==> config.mk <==
export PLATFORM = sky130hd
export DESIGN_NAME = nor_cmd_flash
export DESIGN_NICKNAME = d
export VERILOG_FILES = /design/src/rtl/nor_cmd_pkg.sv /design/src/rtl/nor_cmd_ctrl.sv /design/src/rtl/nor_cmd_dpath.sv /design/src/rtl/nor_cmd_flash.sv
export SDC_FILE = /design/constraint.sdc
export NUM_CORES = 2
export LEC_CHECK = 0
export CAP_MARGIN = 0
export CORE_MARGIN = 3
export CORE_UTILIZATION = 50
export CTS_CLUSTER_SIZE = 30
export DETAILED_ROUTE_END_ITERATION = 6
export DONT_BUFFER_PORTS = 1
export SLEW_MARGIN = 10
export SYNTH_ARGS = -nofsm -noshare
export SYNTH_HDL_FRONTEND = slang
export SYNTH_SLANG_ARGS = --single-unit
==> constraint.sdc <==
create_clock -name clk -period 5.4 [get_ports clk]
set_input_delay 0.27 -clock clk [delete_from_list [all_inputs] [get_ports clk]]
set_output_delay 0.27 -clock clk [all_outputs]
set_load 0.02 [all_outputs]
==> src/rtl/nor_cmd_pkg.sv <==
package nor_cmd_pkg;

  typedef enum logic [3:0] {
    ST_ARRAY,
    ST_PROG,
    ST_ERASE,
    ST_LOCK,
    ST_STATUS,
    ST_IDENT,
    ST_QUERY,
    ST_BUFCNT,
    ST_BUFDATA,
    ST_BUFCONF
  } cmdState_t;

  typedef enum logic [1:0] {
    SRC_ARRAY,
    SRC_STATUS,
    SRC_IDENT,
    SRC_QUERY
  } rdSrc_t;

  // strobes from control to datapath
  typedef struct packed {
    logic   wordWr;
    logic   sectErase;
    logic   setReady;
    logic   clrStatus;
    rdSrc_t rdSrc;
  } ctrlStrobe_t;

  localparam logic [7:0] OP_PROG_A   = 8'h10;
  localparam logic [7:0] OP_PROG_B   = 8'h40;
  localparam logic [7:0] OP_ERASE    = 8'h20;
  localparam logic [7:0] OP_CLRSTAT  = 8'h50;
  localparam logic [7:0] OP_LOCK     = 8'h60;
  localparam logic [7:0] OP_STATUS   = 8'h70;
  localparam logic [7:0] OP_IDENT    = 8'h90;
  localparam logic [7:0] OP_QUERY    = 8'h98;
  localparam logic [7:0] OP_BUFFER   = 8'hE8;
  localparam logic [7:0] OP_ARRAY    = 8'hFF;
  localparam logic [7:0] OP_NOP      = 8'h00;
  localparam logic [7:0] OP_CONFIRM  = 8'hD0;
  localparam logic [7:0] OP_LOCKALT  = 8'h01;

endpackage

==> src/rtl/nor_cmd_ctrl.sv <==
module nor_cmd_ctrl
  import nor_cmd_pkg::*;
#(
  parameter int CNT_W = 4
) (
  input  logic             clk,
  input  logic             rst,
  input  logic             wrEn,
  input  logic [7:0]       cmdByte,
  input  logic [CNT_W-1:0] cntIn,
  output ctrlStrobe_t      strobe,
  output cmdState_t        state,
  output logic [CNT_W-1:0] count
);

  cmdState_t        nextState;
  logic [CNT_W-1:0] nextCount;

  // read source follows the current state only
  always_comb begin
    unique case (state)
      ST_ARRAY, ST_PROG: strobe.rdSrc = SRC_ARRAY;
      ST_IDENT:          strobe.rdSrc = SRC_IDENT;
      ST_QUERY:          strobe.rdSrc = SRC_QUERY;
      default:           strobe.rdSrc = SRC_STATUS;
    endcase
  end

  always_comb begin
    nextState        = state;
    nextCount        = count;
    strobe.wordWr    = 1'b0;
    strobe.sectErase = 1'b0;
    strobe.setReady  = 1'b0;
    strobe.clrStatus = 1'b0;
    if (wrEn) begin
      unique case (state)
        ST_ARRAY, ST_STATUS, ST_IDENT: begin
          unique case (cmdByte)
            OP_PROG_A, OP_PROG_B: nextState = ST_PROG;
            OP_ERASE: begin
              strobe.sectErase = 1'b1;
              strobe.setReady  = 1'b1;
              nextState        = ST_ERASE;
            end
            OP_CLRSTAT: begin
              strobe.clrStatus = 1'b1;
              nextState        = ST_ARRAY;
            end
            OP_LOCK:   nextState = ST_LOCK;
            OP_STATUS: nextState = ST_STATUS;
            OP_IDENT:  nextState = ST_IDENT;
            OP_QUERY:  nextState = ST_QUERY;
            OP_BUFFER: begin
              strobe.setReady = 1'b1;
              nextState       = ST_BUFCNT;
            end
            default:   nextState = ST_ARRAY;
          endcase
        end
        ST_PROG: begin
          strobe.wordWr   = 1'b1;
          strobe.setReady = 1'b1;
          nextState       = ST_ARRAY;
        end
        ST_ERASE: begin
          strobe.setReady = (cmdByte == OP_CONFIRM);
          nextState       = ST_ARRAY;
        end
        ST_LOCK: begin
          strobe.setReady = (cmdByte == OP_CONFIRM) || (cmdByte == OP_LOCKALT);
          nextState       = ST_ARRAY;
        end
        ST_BUFCNT: begin
          nextCount = cntIn;
          nextState = ST_BUFDATA;
        end
        ST_BUFDATA: begin
          strobe.wordWr   = 1'b1;
          strobe.setReady = 1'b1;
          if (count == '0) nextState = ST_BUFCONF;
          else             nextCount = count - 1'b1;
        end
        ST_BUFCONF: begin
          strobe.setReady = (cmdByte == OP_CONFIRM);
          nextState       = ST_ARRAY;
        end
        ST_QUERY: begin
          if (cmdByte == OP_ARRAY) nextState = ST_ARRAY;
        end
        default: nextState = ST_ARRAY;
      endcase
    end
  end

  always_ff @(posedge clk) begin
    if (rst) begin
      state <= ST_ARRAY;
      count <= '0;
    end else begin
      state <= nextState;
      count <= nextCount;
    end
  end

endmodule

==> src/rtl/nor_cmd_dpath.sv <==
module nor_cmd_dpath
  import nor_cmd_pkg::*;
#(
  parameter int          DATA_BYTES   = 2,
  parameter int          ARRAY_BYTES  = 256,
  parameter int          SECTOR_BYTES = 32,
  parameter int          BUF_WORDS    = 16,
  parameter bit          BIG_ENDIAN   = 1'b1,
  parameter logic [15:0] ID_MFG       = 16'h0089,
  parameter logic [15:0] ID_DEV       = 16'h0018,
  localparam int         DATA_W       = 8 * DATA_BYTES,
  localparam int         ADDR_W       = $clog2(ARRAY_BYTES)
) (
  input  logic              clk,
  input  logic              rst,
  input  logic [ADDR_W-1:0] addr,
  input  logic [DATA_W-1:0] wrData,
  input  logic              rdEn,
  input  ctrlStrobe_t       strobe,
  output logic [DATA_W-1:0] rdData,
  output logic [7:0]        statusReg
);

  localparam int WSH       = $clog2(DATA_BYTES);
  localparam int SECT_SH   = $clog2(SECTOR_BYTES);
  localparam int NSECT     = ARRAY_BYTES / SECTOR_BYTES;
  localparam int QUERY_LEN = 10;
  localparam logic [15:0] SECT16  = 16'(SECTOR_BYTES);
  localparam logic [15:0] NSECTM1 = 16'(NSECT - 1);
  localparam logic [7:0]  LOG_ARR = 8'($clog2(ARRAY_BYTES));
  localparam logic [7:0]  LOG_BUF = 8'($clog2(BUF_WORDS * DATA_BYTES));

  logic [7:0] mem [ARRAY_BYTES];

  // byte lane of wrData/rdData that maps to byte k of a word
  function automatic int laneOf(input int k);
    return BIG_ENDIAN ? (DATA_BYTES - 1 - k) : k;
  endfunction

  function automatic logic [7:0] queryByte(input logic [7:0] idx);
    unique case (idx)
      8'd0:    return 8'h51;
      8'd1:    return 8'h52;
      8'd2:    return 8'h59;
      8'd3:    return 8'h01;
      8'd4:    return LOG_ARR;
      8'd5:    return LOG_BUF;
      8'd6:    return SECT16[7:0];
      8'd7:    return SECT16[15:8];
      8'd8:    return NSECTM1[15:8];
      8'd9:    return NSECTM1[7:0];
      default: return 8'h00;
    endcase
  endfunction

  logic [ADDR_W-1:0] baseAddr;
  logic [ADDR_W-1:0] wordSel;
  logic [ADDR_W-1:0] sectSel;
  logic [7:0]        lowByte;
  logic [7:0]        tblIdx;
  logic [DATA_W-1:0] arrWord;
  logic [15:0]       idWord;
  logic [7:0]        qByte;

  assign baseAddr = addr & ~ADDR_W'(DATA_BYTES - 1);
  assign wordSel  = addr >> WSH;
  assign sectSel  = addr >> SECT_SH;
  assign lowByte  = 8'(addr);
  assign tblIdx   = lowByte >> WSH;

  // storage: erase, program and reset fill
  always_ff @(posedge clk) begin
    for (int i = 0; i < ARRAY_BYTES; i++) begin
      if (rst)
        mem[i] <= 8'hFF;
      else if (strobe.sectErase && (sectSel == ADDR_W'(i >> SECT_SH)))
        mem[i] <= 8'hFF;
      else if (strobe.wordWr && (wordSel == ADDR_W'(i >> WSH)))
        mem[i] <= wrData[8*laneOf(i % DATA_BYTES) +: 8];
    end
  end

  always_comb begin
    arrWord = '0;
    for (int k = 0; k < DATA_BYTES; k++)
      arrWord[8*laneOf(k) +: 8] = mem[baseAddr + ADDR_W'(k)];
  end

  always_comb begin
    unique case (tblIdx)
      8'd0:    idWord = ID_MFG;
      8'd1:    idWord = ID_DEV;
      default: idWord = 16'h0000;
    endcase
  end

  assign qByte = (tblIdx < 8'(QUERY_LEN)) ? queryByte(tblIdx) : 8'h00;

  always_ff @(posedge clk) begin
    if (rst)                  statusReg    <= 8'h00;
    else if (strobe.clrStatus) statusReg   <= 8'h00;
    else if (strobe.setReady)  statusReg[7] <= 1'b1;
  end

  always_ff @(posedge clk) begin
    if (rst) begin
      rdData <= '0;
    end else if (rdEn) begin
      unique case (strobe.rdSrc)
        SRC_ARRAY:  rdData <= arrWord;
        SRC_STATUS: rdData <= DATA_W'(statusReg);
        SRC_IDENT:  rdData <= DATA_W'(idWord);
        default:    rdData <= DATA_W'(qByte);
      endcase
    end
  end

endmodule

==> src/rtl/nor_cmd_flash.sv <==
module nor_cmd_flash
  import nor_cmd_pkg::*;
#(
  parameter int          DATA_BYTES   = 2,
  parameter int          ARRAY_BYTES  = 256,
  parameter int          SECTOR_BYTES = 32,
  parameter int          BUF_WORDS    = 16,
  parameter bit          BIG_ENDIAN   = 1'b1,
  parameter logic [15:0] ID_MFG       = 16'h0089,
  parameter logic [15:0] ID_DEV       = 16'h0018,
  localparam int         DATA_W       = 8 * DATA_BYTES,
  localparam int         ADDR_W       = $clog2(ARRAY_BYTES)
) (
  input  logic              clk,
  input  logic              rst,
  input  logic [ADDR_W-1:0] addr,
  input  logic [DATA_W-1:0] wrData,
  input  logic              wrEn,
  input  logic              rdEn,
  output logic [DATA_W-1:0] rdData
);

  localparam int CNT_W = $clog2(BUF_WORDS);

  ctrlStrobe_t      ctrlStrobe;
  cmdState_t        ctrlState;
  logic [CNT_W-1:0] bufCount;
  logic [7:0]       statusNow;

  nor_cmd_ctrl #(.CNT_W(CNT_W)) u_ctrl (
    .clk     (clk),
    .rst     (rst),
    .wrEn    (wrEn),
    .cmdByte (wrData[7:0]),
    .cntIn   (wrData[CNT_W-1:0]),
    .strobe  (ctrlStrobe),
    .state   (ctrlState),
    .count   (bufCount)
  );

  nor_cmd_dpath #(
    .DATA_BYTES   (DATA_BYTES),
    .ARRAY_BYTES  (ARRAY_BYTES),
    .SECTOR_BYTES (SECTOR_BYTES),
    .BUF_WORDS    (BUF_WORDS),
    .BIG_ENDIAN   (BIG_ENDIAN),
    .ID_MFG       (ID_MFG),
    .ID_DEV       (ID_DEV)
  ) u_dpath (
    .clk       (clk),
    .rst       (rst),
    .addr      (addr),
    .wrData    (wrData),
    .rdEn      (rdEn),
    .strobe    (ctrlStrobe),
    .rdData    (rdData),
    .statusReg (statusNow)
  );

endmodule

==> results.ini <==
[grt]
grt_pass1_wl_mm=419
grt_overflow=0
grt_pass1_vias=56000
grt_usage_pct=29.5
antenna_found_initial=12
grt_max_degree=541

[floorplan]
die_height_um=443
ios=44
dieArea_mm2=0.197
die_width_um=443
fp-row-count=159
core_mm2=0.189
initial_core_util_pct=50.6

[critical_path]
critPathBufInv=3
end_kind=flip-flop
crit_family=simple AND/OR/NAND/NOR gates
cpPeakStageDelay_ns=0.75
crit_chain=inv_1 -> o2111a_1 -> a21oi_2 -> buf_4 -> nand3_2 -> nor3_2 -> buf_4 -> nand2b_1
cp.arrival_ns=4.92
path_class=flip-flop to flip-flop
reg2reg_depth=8
r2r_slack_ns=0.95
crit_top_cell=buf_4
setup.worst_path.start_class=flip-flop
slowest_stage=a21oi_2
critPathMaxFanout=27
required_ns=5.87
r2r-end=u_dpath.mem[117][7]
r2r-start=u_ctrl.state[0]

[clock_network]
clock_latency_ns=0.87
cts_tree=done
root_buffer=clkbuf_16
cts_sinks=2073
clk_pin_slew_ns=0.06
htreeDepth=4
ctsLongestPathBuffers=3
cts_buffers=216

[outcome]
violations=slew limit
status=finished, violations left

[worst_hold_path]
worstHoldStart=wrData[9]
min_path_cells=2
holdCritPathClass=primary input to flip-flop
whs_endpoint=u_dpath.mem[118][1]

[placed_design]
dp_slack_ns=1.08
gp_congestion=0.861
place.port_buffers=0
placed_cell_area_mm2=0.0975
dp_hpwl_mm=156

[logic_synthesis]
syn-num-nets=6360
async_flop_share_pct=0
syn-instance-count=6331
yosys_most_used_dff=edfxtp_1
synth_edf_count=2048
syn-cell-area_mm2=0.0956
synth_area_leaders=edfxtp_1, mux4_2, or3_1
ys_warn_count=0
yosysTopAreaCell=edfxtp_1
ys_ff_latch=2073
synth_top_area_share_pct=64.3
synth.distinct_cells=75
synth.avg_cell_area_um2=15.1
ys_seq_area_share_pct=64.8

[timing]
setup_violations=0
max_freq_mhz=225
relSlewSlack_pct=-31.4
tightest_slew_ns=1.97
clock_skew_ns=0.0454
maxSlewViolCount=210
hold_ws_ns=0.0150
rsz0062_at_grt=false
hold_viol=0
min_period_ns=4.45
fin_setup_tns_ns=0
period_share_pct=82.4
fin_ws_ns=0.948

[run]
maxCapViolCount=0

[drt]
first_pass_iters=6
drt_wl_total_mm=292
vias=57400
routed_via_density=6.66
wire_per_inst_um=33.9
ant_nets=0
drc=0
first_iter_violations=8112

[power]
pwr_density_cell_mw_per_mm2=324
p_leak_nw=24.4
total_power_w=0.0340
peakVddDrop_mv=0.269

[finish]
syn_to_final_growth_pct=9.83
final_area_mm2=0.105
drive_gt1_share_pct=19.5
fillCellCount=14800
seq_area_mm2=0.0620
final_nets=5970
multi_input_area_mm2=0.0307

[through the flow]
step | cells | utilization, %
2_1_floorplan | 6331 | -
3_3_place_gp | 8174 | 51.6
3_5_place_dp | 8174 | 51.6
4_1_cts | 8606 | 55.6
5_1_grt | 8607 | 55.6
6_report | 8616 | 55.6
[final cells by class]
| class | count | share of cell area [%] |
|---|---|---|
| diodes | 9 | 0.0214 |
| clock buffers | 284 | 5.52 |
| clock inverters | 105 | 0.936 |
| inverters | 12 | 0.0477 |
| multi-input cells | 3393 | 29.2 |
| flip-flops and latches | 2073 | 59.0 |
| well taps | 2495 | 2.97 |
| repair buffers | 245 | 2.25 |
[placed cells by master, fill, tap and decap left out, drive strengths merged, types with 25 or more instances in the layout]
master and count:
nand3 36, mux4 541, clkinv 84, nor3 48, o21ai 136, nand2 90, dlygate4sd3 25, nor2 39
nand2b 314, buf 219, a21oi 63, dfxtp 25, edfxtp 2048, or3 1761, clkbuf 285, a22oi 79
mux2i 58, o22ai 30
[how the worst max path moves through the flow]
stage	from	end	slack, ns	depth (start not counted)
2_1_floorplan	u_ctrl.state[2]	u_dpath.mem[64][0]	2.05	7
5_1_grt	u_ctrl.state[0]	u_dpath.mem[126][6]	0.79	8
4_1_cts	u_ctrl.state[0]	u_dpath.mem[126][6]	1.05	8
3_5_place_dp	u_ctrl.state[0]	u_dpath.mem[126][7]	1.08	8
3_3_place_gp	u_ctrl.state[0]	u_dpath.mem[126][1]	1.06	8
6_report	u_ctrl.state[0]	u_dpath.mem[117][7]	0.95	8
[synth_stat cells (all sizes together), types with 4 or more instances]
cell and count:
a221oi 19, edfxtp 2048, a21o 5, a31oi 10, or3 1761, inv 9, or2 5, o31ai 4
o21ai 136, clkbuf 714, nand2 90, a21oi 63, dfxtp 25, nand4 8, nor3 48, a211oi 8
buf 139, nor2b 18, o32ai 5, and2 11, a22oi 79, o211ai 11, mux2 5, o22ai 30
nand2b 314, nor4 9, a22o 17, nor3b 4, nand3 36, or4 4, a2111oi 7, nor2 39
mux4 541, mux2i 58
[layer usage]
layer,up-vias,GRT usage [%],part of all wire (%)
met5,-,0,0
met4,0,12.2,4.6
met3,509,5.09,9.7
met2,3005,45.1,46
met1,29800,42.2,39
li1,24100,-,-
[cells by family after synthesis]
kind of cell / synth area share (%)
buf+inv: 3.71
fa+ha+maj: 0.0131
compound gates: 2.84
xor+xnor: 0.0275
flops: 64.8
simple gates: 15.2
mux: 13.4
[what timing repair did]
action | 4_1_cts | 5_1_grt
gates resized for setup | 0 | 0
buffers inserted | 0 | 0
hold buffers | 43 | 0
hold endpoints to repair | 2157 | 0
[registers in the layout, summed over array words and instances, names as in the netlist]
signal	cells
u_ctrl.state	4
u_ctrl.count	4
u_dpath.mem	2048
u_dpath.rdData	16
u_dpath.statusReg	1
[worst register-to-register path, stage by stage, from the launching register on]
cell	delay, ns
dfxtp_1	0.58
inv_1	0.09
o2111a_1	0.33
a21oi_2	0.75
buf_4	0.34
nand3_2	0.61
nor3_2	0.33
buf_4	0.28
nand2b_1	0.75
[power by group]
part / switching (W) / internal (W) / total [W]
registers: 0.0000630 / 0.0177 / 0.0177
clock network: 0.00635 / 0.00823 / 0.0146
logic: 0.00124 / 0.000472 / 0.00171
(Power assumes the default switching activity.)
